<file path="src/rtl/dark_offset_cal.sv">
module dark_offset_cal #(
  parameter int SW         = 16,
  parameter int LOG2_N     = 4,
  parameter int STEP_X10   = 338,
  parameter int SETTLE_CYC = 120000
) (
  input  logic                 clk,
  input  logic                 rst_n,
  input  logic                 start_i,
  input  logic                 smp_valid_i,
  input  logic signed [SW-1:0] smp_mv_i,
  output logic [7:0]           dac_code_o,
  output logic                 dac_wr_o,
  output logic                 busy_o,
  output logic                 done_o,
  output logic                 sat_o,
  output logic signed [SW-1:0] resid_mv_o
);
  localparam int N  = 1 << LOG2_N;
  localparam int AW = SW + LOG2_N;
  localparam int PW = SW + 6;
  localparam int CW = $clog2(SETTLE_CYC + 1);

  typedef enum logic [2:0] {S_IDLE, S_DARK, S_CALC, S_SETTLE, S_RESID, S_DONE} st_t;
  st_t st;

  logic signed [AW-1:0] acc;
  logic [LOG2_N-1:0]    ncnt;
  logic [CW-1:0]        scnt;

  wire                  take   = smp_valid_i && (st == S_DARK || st == S_RESID);
  wire                  last   = take && ncnt == LOG2_N'(N - 1);
  wire signed [AW-1:0]  sum_w  = acc + AW'(smp_mv_i);
  wire signed [SW-1:0]  mean_w = SW'(acc >>> LOG2_N);
  wire                  neg    = mean_w[SW-1];
  wire signed [PW-1:0]  mext   = PW'(mean_w);
  wire [PW-1:0]         magu   = neg ? PW'(-mext) : PW'(mext);
  wire [PW-1:0]         quo    = (magu * PW'(10) + PW'(STEP_X10 / 2)) / PW'(STEP_X10);
  wire                  clip   = neg ? (quo > PW'(128)) : (quo > PW'(127));
  wire [7:0]            code_w = clip ? (neg ? 8'd0 : 8'd255)
                                      : (neg ? 8'(9'd128 - 9'(quo)) : 8'(9'd128 + 9'(quo)));

  assign busy_o = st == S_DARK || st == S_CALC || st == S_SETTLE || st == S_RESID;
  assign done_o = st == S_DONE;

  always_ff @(posedge clk or negedge rst_n) begin
    if (!rst_n) begin
      st         <= S_IDLE;
      acc        <= '0;
      ncnt       <= '0;
      scnt       <= '0;
      dac_code_o <= 8'h80;
      dac_wr_o   <= 1'b0;
      sat_o      <= 1'b0;
      resid_mv_o <= '0;
    end else begin
      dac_wr_o <= 1'b0;
      if (take) begin
        acc  <= sum_w;
        ncnt <= ncnt + LOG2_N'(1);
      end
      case (st)
        S_IDLE, S_DONE:
          if (start_i) begin
            st   <= S_DARK;
            acc  <= '0;
            ncnt <= '0;
          end
        S_DARK:
          if (last) st <= S_CALC;
        S_CALC: begin
          dac_code_o <= code_w;
          sat_o      <= clip;
          dac_wr_o   <= 1'b1;
          scnt       <= '0;
          st         <= S_SETTLE;
        end
        S_SETTLE:
          if (scnt == CW'(SETTLE_CYC - 1)) begin
            st   <= S_RESID;
            acc  <= '0;
            ncnt <= '0;
          end else begin
            scnt <= scnt + CW'(1);
          end
        S_RESID:
          if (last) begin
            resid_mv_o <= SW'(sum_w >>> LOG2_N);
            st         <= S_DONE;
          end
        default: st <= S_IDLE;
      endcase
    end
  end

  AST_WR_ONE_CYCLE: assert property (@(posedge clk) disable iff (!rst_n)
    dac_wr_o |=> !dac_wr_o);
  AST_CODE_ONLY_ON_WR: assert property (@(posedge clk) disable iff (!rst_n)
    !dac_wr_o |-> $stable(dac_code_o));
  AST_SAT_AT_RAIL: assert property (@(posedge clk) disable iff (!rst_n)
    (dac_wr_o && sat_o) |-> (dac_code_o == 8'd0 || dac_code_o == 8'd255));
  AST_WR_INSIDE_RUN: assert property (@(posedge clk) disable iff (!rst_n)
    dac_wr_o |=> (busy_o && !done_o));
  AST_BUSY_DONE_EXCL: assert property (@(posedge clk) disable iff (!rst_n)
    !(busy_o && done_o));
  AST_RESID_HELD: assert property (@(posedge clk) disable iff (!rst_n)
    (done_o && $past(done_o)) |-> $stable(resid_mv_o));
endmodule

</file>
<file path="config.mk">
export PLATFORM = sky130hd
export DESIGN_NAME = dark_offset_cal
export DESIGN_NICKNAME = d
export VERILOG_FILES = /design/src/rtl/dark_offset_cal.sv
export SDC_FILE = /design/constraint.sdc
export NUM_CORES = 1
export LEC_CHECK = 0
export ABC_CLOCK_PERIOD_IN_PS = 19800
export BUFFER_PORTS_ARGS = -buffer_cell sky130_fd_sc_hd__buf_2
export CAP_MARGIN = 20
export CORE_ASPECT_RATIO = 0.8
export CORE_MARGIN = 10
export CORE_UTILIZATION = 40
export CTS_CLUSTER_DIAMETER = 50
export DETAILED_ROUTE_END_ITERATION = 12
export PLACE_DENSITY = 0.55
export SLEW_MARGIN = 20
export SYNTH_ARGS = -nofsm -noshare
export SYNTH_HDL_FRONTEND = slang
export SYNTH_SLANG_ARGS = --single-unit
</file>
<file path="constraint.sdc">
create_clock -name clk -period 19.8 [get_ports clk]
set_clock_uncertainty 0.1 [all_clocks]
set_input_delay 1.98 -clock clk [delete_from_list [all_inputs] [get_ports clk]]
set_output_delay 1.98 -clock clk [all_outputs]
set_load 0.01 [all_outputs]
</file>
### After elaboration in Yosys (flattened, before gate mapping)

Index checks and enable logic that the tools add are counted.
W data, S select, Z words.

| storage, ports and cells | value |
|---|---|
| register bits after elaboration | 70 |
| word-level logic and storage cells | 64 |
| bits of input ports | 20 |
| output and inout port bits | 28 |

| cells by class | value |
|---|---|
| magnitude comparators | 2 |
| reductions and logical operators | 12 |
| multipliers | 1 |
| div/mod/pow operators | 1 |
| $add $sub $neg | 7 |
| multiplexer cells | 21 |
| equal/unequal tests | 12 |

Operators by type and width:

| kind | count |
|---|---|
| $mux W20 | 3 |
| $pmux W20 S2 | 1 |
| $pmux W17 S2 | 1 |
| $mux W8 | 3 |
| $add A22 B8 Y22 const B | 1 |
| $div A22 B9 Y22 const B | 1 |
| $gt A22 B7 Y1 const B | 1 |
| $gt A22 B8 Y1 const B | 1 |
| $mul A22 B3 Y21 const B | 1 |
| $mux W22 | 1 |
| $neg A16 Y22 | 1 |
| $add A20 B16 Y20 | 1 |
| $add A17 B1 Y17 const B | 1 |
| $eq A17 B17 Y1 const B | 1 |
| $mux W17 | 1 |
| $pmux W3 S5 | 1 |
| $mux W3 | 4 |
| $mux W4 | 3 |
| $add A8 B8 Y8 const A | 1 |
| $ne A2 B2 Y1 const B | 4 |
| $pmux W4 S2 | 1 |
| $sub A8 B8 Y8 const A | 1 |
| $eq A3 B2 Y1 const B | 2 |
| $eq A3 B3 Y1 const B | 2 |
| 12 further kinds | 18 |

### Logic depth before layout (Yosys ltp)

Gate-level depths: netlist (run 1).

| depth | value |
|---|---|
| depth in word-level cells | 8 |
| depth in mapped cells | 77 |

### Least setup slack after synthesis (run 1)

Ideal clock, no wire load.

| timing | value |
|---|---|
| path kind | reg-to-reg |
| start point | register acc[4] |
| end point | register dac_code_o[1] |
| slack | 4,098 ps |
| required time | 19,617 ps |
| stages on the path, launching flop included | 70 |
| data arrival time | 15,519 ps |
| library setup time | 83 ps |
| buffers on the path | 5 |
| cells stage by stage | dfrtp_1 > inv_1 > ha_1 > nand2_1 > or3_1 > or3_1 > clkbuf_1 > o41ai_1 > xnor2_1 > ha_1 > ha_1 > and2_1 > a221o_1 > or2_1 > o21a_1 > or4_4 > nor3b_2 > nand3_1 > (+34 left out) > o21bai_1 > and2_1 > buf_4 > mux2i_1 > a41oi_1 > o21bai_2 > a221oi_1 > nor3_1 > o22ai_1 > a21oi_1 > nand2b_1 > inv_1 > ha_1 > and3_1 > nand4_1 > a21oi_1 > a31oi_1 > o21ai_0 |

| between the ends | value |
|---|---|
| longest elaborated chain between the ends | 8 |
| elaborated cells on any way between the ends | 12 |

Ends and longest elaborated chain:

| item | RTL line | source |
|---|---|---|
| start, declared | 27 | `logic signed [AW-1:0] acc;` |
| start signal, assigned | 59 | `acc <= sum_w;` |
| $neg A16 Y22 | 37 | `wire [PW-1:0] magu = neg ? PW'(-mext) : PW'(mext);` |
| $mux W22 (*) | 37 |  |
| $mul A22 B3 Y21 (*) | 38 | `wire [PW-1:0] quo = (magu * PW'(10) + PW'(STEP_X10 / 2)) / PW'(STEP_X10);` |
| $add A22 B8 Y22 (*) | 38 |  |
| $div A22 B9 Y22 (*) | 38 |  |
| $gt A22 B7 Y1 (tied with other cells) | 39 | `wire clip = neg ? (quo > PW'(128)) : (quo > PW'(127));` |
| $mux W1 or $mux W8 (tied branches) | 39, 41 |  |
| $mux W8 (*) | 40 | `wire [7:0] code_w = clip ? (neg ? 8'd0 : 8'd255)` |
| end signal, assigned | 72 | `dac_code_o <= code_w;` |
| end, declared | 12 | `output logic [7:0] dac_code_o,` |

Every way passes the cells marked *; elsewhere a longest branch is shown, timed or not.
A chain may end at the register's enable or synchronous reset.

### Worst setup path after layout (run 1)

| timing | value |
|---|---|
| start point | register acc[4] |
| end point | register dac_code_o[4] |

The elaborated chain is that of the path after synthesis.

==> results of run 1 <==
[logic make-up after synthesis]
logic type               count (synthesis)  synth area share [%]
AND/OR/NAND/NOR                        613                  27.1
AO/OA/AOI/OAI                          512                  32.5
XOR/XNOR                               131                  10.4
buffers and inverters                   96                  3.57
adder cells (fa/ha/maj)                 73                  7.75
flip-flops                              70                  15.1
multiplexers                            36                  3.54
other                                    1                0.0323
[synth_stat cells (all sizes together), types with 16 or more instances]
cell,instances,area (sq um)
a211oi,27,235
a21o,16,120
a21oi,124,647
a31oi,19,134
and2,29,181
and3,16,100
buf,26,151
clkbuf,37,139
dfrtp,69,1730
ha,58,726
inv,33,124
mux2,21,248
nand2,162,611
nand3,57,300
nand4,30,188
nor2,133,502
nor3,56,302
nor4,22,171
o211ai,26,219
o21a,24,181
o21ai,85,444
o31ai,19,143
or2,16,100
or3,24,150
xnor2,90,811
xor2,40,373
[how the worst max path moves through the flow]
| stage | endpoint | slack (ns) | cells past startpoint |
|---|---|---|---|
| 2_1_floorplan | dac_code_o[1] | 4.10 | 69 |
| 3_3_place_gp | dac_code_o[1] | 1.48 | 64 |
| 3_5_place_dp | dac_code_o[1] | 1.17 | 64 |
| 4_1_cts | dac_code_o[1] | 1.11 | 64 |
| 5_1_grt | dac_code_o[1] | 0.17 | 64 |
| 6_report | dac_code_o[4] | 1.68 | 64 |
[critical path, delay by kind of cell, from the launching register on]
| kind | cells | cell delay (ns) |
|---|---|---|
| AND/OR/NAND/NOR | 20 | 5.86 |
| XOR/XNOR | 4 | 1.22 |
| flip-flops | 1 | 0.47 |
| buffers and inverters | 4 | 0.35 |
| adder cells (fa/ha/maj) | 4 | 1.03 |
| AO/OA/AOI/OAI | 30 | 8.48 |
| multiplexers | 2 | 0.51 |
[what timing repair did]
action                                  4_1_cts  5_1_grt
buffers inserted                              0        0
endpoints found under the setup margin        0        9
gates resized for setup                       0        8
endpoints found under the hold margin         0        0
[layout make-up]
type | count | area, sq um
timing repair buffer | 52 | 273
tap | 370 | 463
sequential | 70 | 1750
inverter | 33 | 124
fill | 2925 | 16000
clock buffer | 9 | 225
clock inverter | 7 | 51.3
multi-input combinational | 1371 | 9490
[state kept, by name (all words and copies together), names as in the netlist]
signal,count
acc,20
scnt,17
resid_mv_o,16
dac_code_o,8
ncnt,4
st,3
dac_wr_o,1
sat_o,1
[cells in the final DEF (no fill, tap or decap), types with 29 or more instances in the layout]
cell type / n
sky130_fd_sc_hd__nand2_1: 161
sky130_fd_sc_hd__nor2_1: 131
sky130_fd_sc_hd__buf_2: 47
sky130_fd_sc_hd__dfrtp_1: 69
sky130_fd_sc_hd__nor3_1: 53
sky130_fd_sc_hd__o21ai_0: 64
sky130_fd_sc_hd__nand4_1: 30
sky130_fd_sc_hd__ha_1: 58
sky130_fd_sc_hd__a21oi_1: 118
sky130_fd_sc_hd__inv_1: 33
sky130_fd_sc_hd__nand3_1: 54
sky130_fd_sc_hd__xor2_1: 37
sky130_fd_sc_hd__and2_1: 29
sky130_fd_sc_hd__xnor2_1: 87
[routing by layer]
metal / global-route usage (%) / vias up / wire length [um]
met5: 0 / - / 9
met4: 2.80 / 2 / 259
met3: 2.42 / 21 / 1690
met2: 26.2 / 313 / 13300
met1: 25.6 / 5409 / 16900
li1: - / 5854 / -
[through the flow]
| stage | setup slack (ns) | cell area [sq um] | instances | hold WS (ns) | utilization, % |
|---|---|---|---|---|---|
| 2_1_floorplan | 4.10 | 11600 | 1537 | 0.387 | - |
| 3_3_place_gp | 1.48 | 12100 | 1896 | 0.363 | 42.5 |
| 3_5_place_dp | 1.17 | 12100 | 1896 | 0.365 | 42.5 |
| 4_1_cts | 1.11 | 12300 | 1912 | 0.378 | 43.4 |
| 5_1_grt | 0.174 | 12400 | 1912 | 0.414 | 43.6 |
| 6_report | 1.68 | 12400 | 1912 | 0.374 | 43.6 |
==> impl_results.html, run 1 <==
<table>
<tr><th>Metric</th><th>Value</th></tr>
<tr><th colspan="2">Worst setup path</th></tr>
<tr><td>Data required time of the worst path</td><td>19.97 ns</td></tr>
<tr><td>Timing startpoint of the critical path</td><td>acc[4]</td></tr>
<tr><td>Standard cell with the maximum stage delay on the critical path</td><td>sky130_fd_sc_hd__a311oi_1</td></tr>
<tr><td>Critical Path AT</td><td>18.28 ns</td></tr>
<tr><td>Worst reg-to-reg setup slack</td><td>1.68 ns</td></tr>
<tr><td>Origin of the critical flop-to-flop path</td><td>acc[4]</td></tr>
<tr><td>Startpoint Class</td><td>register</td></tr>
<tr><td>Setup CP Type</td><td>register to register</td></tr>
<tr><td>Nature of the critical path endpoint</td><td>register</td></tr>
<tr><td>Number of cell instances on the worst register-to-register path</td><td>64</td></tr>
<tr><td>R2R Path End</td><td>dac_code_o[4]</td></tr>
<tr><td>Largest stage delay on the critical path</td><td>between 0.7 and 0.8 ns</td></tr>
<tr><td>Max FO, Critical Path</td><td>13</td></tr>
<tr><th colspan="2">Floorplanning</th></tr>
<tr><td>Die area</td><td>~36000 sq um</td></tr>
<tr><td>Starting density of the core</td><td>40.8%</td></tr>
<tr><td>Standard cell core area</td><td>28400 sq um</td></tr>
<tr><td>Number of top-level design ports</td><td>48</td></tr>
<tr><td>Chip Width</td><td>210 um</td></tr>
<tr><td>Die extent in y</td><td>172 um</td></tr>
<tr><td>Number of cell rows</td><td>55</td></tr>
<tr><th colspan="2">Detailed routing</th></tr>
<tr><td>Drt wl/cell</td><td>16.8 um</td></tr>
<tr><td>Via density</td><td>6.07</td></tr>
<tr><td>Residual DRC count</td><td>0</td></tr>
<tr><td>Drt pass-1 iters</td><td>5</td></tr>
<tr><td>Iteration-0 DRC Markers</td><td>around 1000</td></tr>
<tr><td>Number of vias in the routed layout</td><td>approximately 12000</td></tr>
<tr><td>Final antenna-violating net count</td><td>0</td></tr>
<tr><td>Final Routed Wirelength</td><td>~32000 um</td></tr>
<tr><th colspan="2">Clocking</th></tr>
<tr><td>CTS tree</td><td>done</td></tr>
<tr><td>Clock latency reported for the late side of the worst-skew pair</td><td>0.33 ns</td></tr>
<tr><td>Clock transition at the registers of the reported paths</td><td>0.06 ns</td></tr>
<tr><td>Root buffer selected by CTS</td><td>sky130_fd_sc_hd__clkbuf_16</td></tr>
<tr><td>Number of clock sinks</td><td>70</td></tr>
<tr><td>Number of buffers created by CTS</td><td>9</td></tr>
<tr><td>CTS H-Tree Depth</td><td>3</td></tr>
<tr><td>Maximum root-to-sink buffer count</td><td>2</td></tr>
<tr><td>Count of hold-fix buffers inserted at cts</td><td>0</td></tr>
<tr><th colspan="2">Placement</th></tr>
<tr><td>HPWL after detailed placement</td><td>25300 um</td></tr>
<tr><td>Count of input and output buffers</td><td>47</td></tr>
<tr><td>GPL Wtd Cong</td><td>0.897</td></tr>
<tr><th colspan="2">Run</th></tr>
<tr><td>Max-cap violation count</td><td>0</td></tr>
<tr><th colspan="2">Yosys</th></tr>
<tr><td>Number of flops mapped to enable cells by yosys</td><td>0</td></tr>
<tr><td>Sequential fraction of the synthesis area</td><td>15.1%</td></tr>
<tr><td>Number of warnings printed during yosys synthesis</td><td>0</td></tr>
<tr><td>Async set-reset flop share out of synthesis</td><td>100%</td></tr>
<tr><td>Area of the mapped netlist</td><td>11600 sq um</td></tr>
<tr><td>Mapped Cells</td><td>about 1500</td></tr>
<tr><td>Average cell area after synthesis</td><td>7.57 sq um</td></tr>
<tr><td>Number of distinct standard cells referenced by the synthesized netlist</td><td>121</td></tr>
<tr><td>Main flop type after synthesis</td><td>sky130_fd_sc_hd__dfrtp_1</td></tr>
<tr><td>Seq cells post-synth</td><td>70</td></tr>
<tr><th colspan="2">Final layout</th></tr>
<tr><td>Share of final-layout standard cells stronger than drive strength 1</td><td>11.7%</td></tr>
<tr><td># diodes</td><td>0</td></tr>
<tr><td>Synthesis-to-layout area growth</td><td>6.78%</td></tr>
<tr><td>Net count, final</td><td>~1600</td></tr>
<tr><th colspan="2">STA</th></tr>
<tr><td>Hold violation count in the final report</td><td>0</td></tr>
<tr><td>Finish-stage setup viols</td><td>0</td></tr>
<tr><td>Worst slew slack as a fraction of its limit</td><td>5.04%</td></tr>
<tr><td>FMAX</td><td>55.2 MHz</td></tr>
<tr><td>Measured slew at the worst slew-check pin</td><td>~1.4 ns</td></tr>
<tr><td>Final max-slew violation count</td><td>0</td></tr>
<tr><td>Setup TNS</td><td>0 ns</td></tr>
<tr><td>RSZ-0062 raised after global routing</td><td>false</td></tr>
<tr><td>Tmin final</td><td>18.12 ns</td></tr>
<tr><td>Share of the clock period used by the worst path after layout</td><td>91.5%</td></tr>
<tr><th colspan="2">Min path</th></tr>
<tr><td>Startpoint of the lowest-slack hold path</td><td>dac_code_o[2]</td></tr>
<tr><td>Worst hold path stage count</td><td>1</td></tr>
<tr><td>Min-Delay Endpoint</td><td>dac_code_o[2]</td></tr>
<tr><td>Worst hold-check path type</td><td>register to register</td></tr>
<tr><th colspan="2">Global routing</th></tr>
<tr><td>Global-route wire length before repair</td><td>53900 um</td></tr>
<tr><td>Pin count of the biggest net entering global routing</td><td>71</td></tr>
<tr><td>Global-route usage over all layers</td><td>~17%</td></tr>
<tr><td>Via count of the first global-routing pass</td><td>around 11000</td></tr>
<tr><td>Total gr overflow</td><td>0</td></tr>
<tr><td>Antenna violations before repair</td><td>1</td></tr>
<tr><th colspan="2">Run status</th></tr>
<tr><td>Status</td><td>finished, final reports clean</td></tr>
</table>
Power of run 1 is not shown: default switching activity piles up to over one toggle a cycle in this logic, so the estimate is an artifact.
==> run 2: changes to the inputs <==
Settings changed: BUFFER_PORTS_ARGS -buffer_cell sky130_fd_sc_hd__buf_2 to default, DONT_BUFFER_PORTS from default to 1, PLACE_DENSITY 0.55 to 0.53.
==> run 2 against run 1 <==
Register-to-register slack better by 0.04 ns. Worst hold slack better by 0.052 ns. Non-clock buffer count shrank 48. Critical endpoint is now dac_code_o[1]. Critical path type unchanged. Via count is 2.3% lower. Critical path depth is 1 lower. Highest routed layer is now met4. Final area decreased by 1.7%. Die area unchanged. Fmax increased by 0.22%.
==> impl_results.html, run 2 (synthesis results as in run 1) <==
<table>
<tr><th>Metric</th><th>Value</th></tr>
<tr><th colspan="2">Run status</th></tr>
<tr><td>Status</td><td>finished, final reports clean (unchanged)</td></tr>
<tr><th colspan="2">STA</th></tr>
<tr><td>Finish-stage setup viols</td><td>0 (unchanged)</td></tr>
<tr><td>Share of the clock period used by the worst path after layout</td><td>91.3% (was 91.5%)</td></tr>
<tr><td>FMAX</td><td>55.3 MHz (was 55.2 MHz)</td></tr>
<tr><td>Hold violation count in the final report</td><td>0 (unchanged)</td></tr>
<tr><td>Tmin final</td><td>18.08 ns (was 18.12 ns)</td></tr>
<tr><td>Final max-slew violation count</td><td>0 (unchanged)</td></tr>
<tr><td>Measured slew at the worst slew-check pin</td><td>1.45 ns (was 1.42 ns)</td></tr>
<tr><td>Setup TNS</td><td>0 ns (unchanged)</td></tr>
<tr><td>Worst slew slack as a fraction of its limit</td><td>3.44% (was 5.04%)</td></tr>
<tr><td>Worst Hold Slack</td><td>0.427 ns (was 0.374 ns)</td></tr>
<tr><td>Post-layout worst setup margin</td><td>1.72 ns (was 1.68 ns)</td></tr>
<tr><td>RSZ-0062 raised after global routing</td><td>false (unchanged)</td></tr>
<tr><th colspan="2">Clocking</th></tr>
<tr><td>CTS H-Tree Depth</td><td>3 (unchanged)</td></tr>
<tr><td>Clock transition at the registers of the reported paths</td><td>0.06 ns (about the same)</td></tr>
<tr><td>Maximum root-to-sink buffer count</td><td>2 (unchanged)</td></tr>
<tr><td>Number of clock sinks</td><td>70 (unchanged)</td></tr>
<tr><td>CTS tree</td><td>done (unchanged)</td></tr>
<tr><td>Root buffer selected by CTS</td><td>sky130_fd_sc_hd__clkbuf_16 (unchanged)</td></tr>
<tr><td>Clock latency reported for the late side of the worst-skew pair</td><td>0.33 ns (about the same)</td></tr>
<tr><td>Number of buffers created by CTS</td><td>9 (unchanged)</td></tr>
<tr><th colspan="2">Global routing</th></tr>
<tr><td>Global-route wire length before repair</td><td>53700 um (was 53900 um)</td></tr>
<tr><td>Global-route usage over all layers</td><td>17.2% (was 17.3%)</td></tr>
<tr><td>Via count of the first global-routing pass</td><td>10500 (was 10600)</td></tr>
<tr><td>Total gr overflow</td><td>0 (unchanged)</td></tr>
<tr><td>Pin count of the biggest net entering global routing</td><td>71 (unchanged)</td></tr>
<tr><td>Antenna violations before repair</td><td>0 (was 1)</td></tr>
<tr><th colspan="2">Run</th></tr>
<tr><td>Max-cap violation count</td><td>0 (unchanged)</td></tr>
<tr><th colspan="2">Detailed routing</th></tr>
<tr><td>Final antenna-violating net count</td><td>0 (unchanged)</td></tr>
<tr><td>Detailed-routing wirelength on met1</td><td>15900 um (was 16900 um)</td></tr>
<tr><td>Detail Route met3 WL</td><td>2250 um (was 1690 um)</td></tr>
<tr><td>Number of vias in the routed layout</td><td>11300 (was 11600)</td></tr>
<tr><td>Met2 wire len</td><td>12900 um (was 13300 um)</td></tr>
<tr><td>Via density</td><td>6.08 (was 6.07)</td></tr>
<tr><td>Highest metal layer used by the detailed router</td><td>met4 (was met5)</td></tr>
<tr><td>Final Routed Wirelength</td><td>31300 um (was 32100 um)</td></tr>
<tr><td>Drt wl/cell</td><td>16.8 um (about the same)</td></tr>
<tr><td>Iteration-0 DRC Markers</td><td>1005 (was 1015)</td></tr>
<tr><td>Drt pass-1 iters</td><td>5 (unchanged)</td></tr>
<tr><td>Residual DRC count</td><td>0 (unchanged)</td></tr>
<tr><th colspan="2">Worst setup path</th></tr>
<tr><td>Startpoint Class</td><td>register (unchanged)</td></tr>
<tr><td>Worst Path Buf+Inv</td><td>2 (was 4)</td></tr>
<tr><td>Data required time of the worst path</td><td>19.94 ns (was 19.97 ns)</td></tr>
<tr><td>Family with the most delay on the worst path</td><td>compound AO/OA/AOI/OAI gates (unchanged)</td></tr>
<tr><td>Standard cell with the maximum stage delay on the critical path</td><td>sky130_fd_sc_hd__a31oi_1 (was sky130_fd_sc_hd__a311oi_1)</td></tr>
<tr><td>Critical Path AT</td><td>18.22 ns (was 18.28 ns)</td></tr>
<tr><td>Largest stage delay on the critical path</td><td>0.74 ns (was 0.79 ns)</td></tr>
<tr><td>Nature of the critical path endpoint</td><td>register (unchanged)</td></tr>
<tr><td>Max FO, Critical Path</td><td>13 (unchanged)</td></tr>
<tr><td>Setup CP Type</td><td>register to register (unchanged)</td></tr>
<tr><th colspan="2">Floorplanning</th></tr>
<tr><td>Chip Width</td><td>210 um (unchanged)</td></tr>
<tr><td>Standard cell core area</td><td>28400 sq um (unchanged)</td></tr>
<tr><td>Number of top-level design ports</td><td>48 (unchanged)</td></tr>
<tr><td>Die area</td><td>36200 sq um (unchanged)</td></tr>
<tr><td>Number of cell rows</td><td>55 (unchanged)</td></tr>
<tr><td>Die extent in y</td><td>172 um (unchanged)</td></tr>
<tr><td>Starting density of the core</td><td>40.8% (unchanged)</td></tr>
<tr><th colspan="2">Final layout</th></tr>
<tr><td>Largest registers ranked by flip-flop count</td><td>acc (20), scnt (17), resid_mv_o (16) (unchanged)</td></tr>
<tr><td>Net count, final</td><td>1569 (was 1617)</td></tr>
<tr><td>Number of filler instances in the final layout</td><td>2904 (was 2925)</td></tr>
<tr><td>Share of final-layout standard cells stronger than drive strength 1</td><td>8.63% (was 11.7%)</td></tr>
<tr><td>Area of combinational cells with multiple inputs</td><td>9480 sq um (was 9490 sq um)</td></tr>
<tr><td>Most used cells in the layout excluding fill and tap cells</td><td>sky130_fd_sc_hd__nand2_1, sky130_fd_sc_hd__nor2_1, sky130_fd_sc_hd__a21oi_1 (unchanged)</td></tr>
<tr><td>Most flops, register</td><td>acc (unchanged)</td></tr>
<tr><td>Commonest non-fill, non-tap cell in the layout</td><td>sky130_fd_sc_hd__nand2_1 (unchanged)</td></tr>
<tr><td>Synthesis-to-layout area growth</td><td>4.91% (was 6.78%)</td></tr>
<tr><td># diodes</td><td>0 (unchanged)</td></tr>
<tr><td>Area used by sequential logic in the layout</td><td>1750 sq um (unchanged)</td></tr>
<tr><td>Final Instance Area</td><td>12200 sq um (was 12400 sq um)</td></tr>
<tr><td>Flip-flop count of the largest register, all copies and words added</td><td>20 (unchanged)</td></tr>
<tr><th colspan="2">Placement</th></tr>
<tr><td>Count of input and output buffers</td><td>0 (was 47)</td></tr>
<tr><td>Post-place setup slack</td><td>1.30 ns (was 1.17 ns)</td></tr>
<tr><td>GPL Wtd Cong</td><td>0.866 (was 0.897)</td></tr>
<tr><td>Post-placement cell area</td><td>11800 sq um (was 12100 sq um)</td></tr>
<tr><td>HPWL after detailed placement</td><td>24800 um (was 25300 um)</td></tr>
<tr><th colspan="2">Min path</th></tr>
<tr><td>Worst hold-check path type</td><td>register to register (unchanged)</td></tr>
</table>
==> run 2: path summary, 6_finish.rpt <==
| path | from | endpoint | slack, ns | cells past startpoint |
|---|---|---|---|---|
| max | acc[4] | dac_code_o[1] | 1.72 | 63 |
| min | acc[0] | acc[0] | 0.43 | 2 |
| max reg2reg | acc[4] | dac_code_o[1] | 1.72 | 63 |
| min reg2reg | acc[0] | acc[0] | 0.43 | 2 |
| max in group asynchronous | rst_n | dac_code_o[7] | 18.17 | 0 |
| min in group asynchronous | rst_n | scnt[3] | 1.24 | 0 |
==> run 2: layout make-up <==
class	instances	share of cell area, %
Inverter	33	1.02
Clock inverter	6	0.710
Clock buffer	10	1.88
Sequential cell	70	14.4
Multi-Input combinational cell	1371	77.9
Timing Repair Buffer	4	0.247
Tap cell	370	3.81
==> run 2: timing repair <==
item                       4_1_cts  5_1_grt
setup endpoints to repair        0        9
hold buffers                     0        0
resized for setup                0        6
setup buffers                    0        0
==> run 2: through the flow <==
step	utilization, %	instances
after floorplan	-	1537
after global placement	41.6	1848
after detailed placement	41.6	1848
after CTS	42.7	1864
after global routing	42.8	1864
final	42.8	1864
==> run 2: per-layer routing <==
metal,track usage (%),vias to the layer above
met1,24.9,5272
met5,0,-
met3,3.71,19
met4,2.58,0
li1,-,5747
met2,25.7,298
==> run 2: worst reg2reg max path, delay by kind of cell, from the launching register on <==
kind / cells / cell delay (ns)
compound gates: 31 / 8.98
simple gates: 20 / 5.27
mux: 4 / 1.36
fa+ha+maj: 4 / 1.00
xor+xnor: 2 / 0.62
flops: 1 / 0.47
buf+inv: 2 / 0.20
Power of run 2 is left out for the same reason.
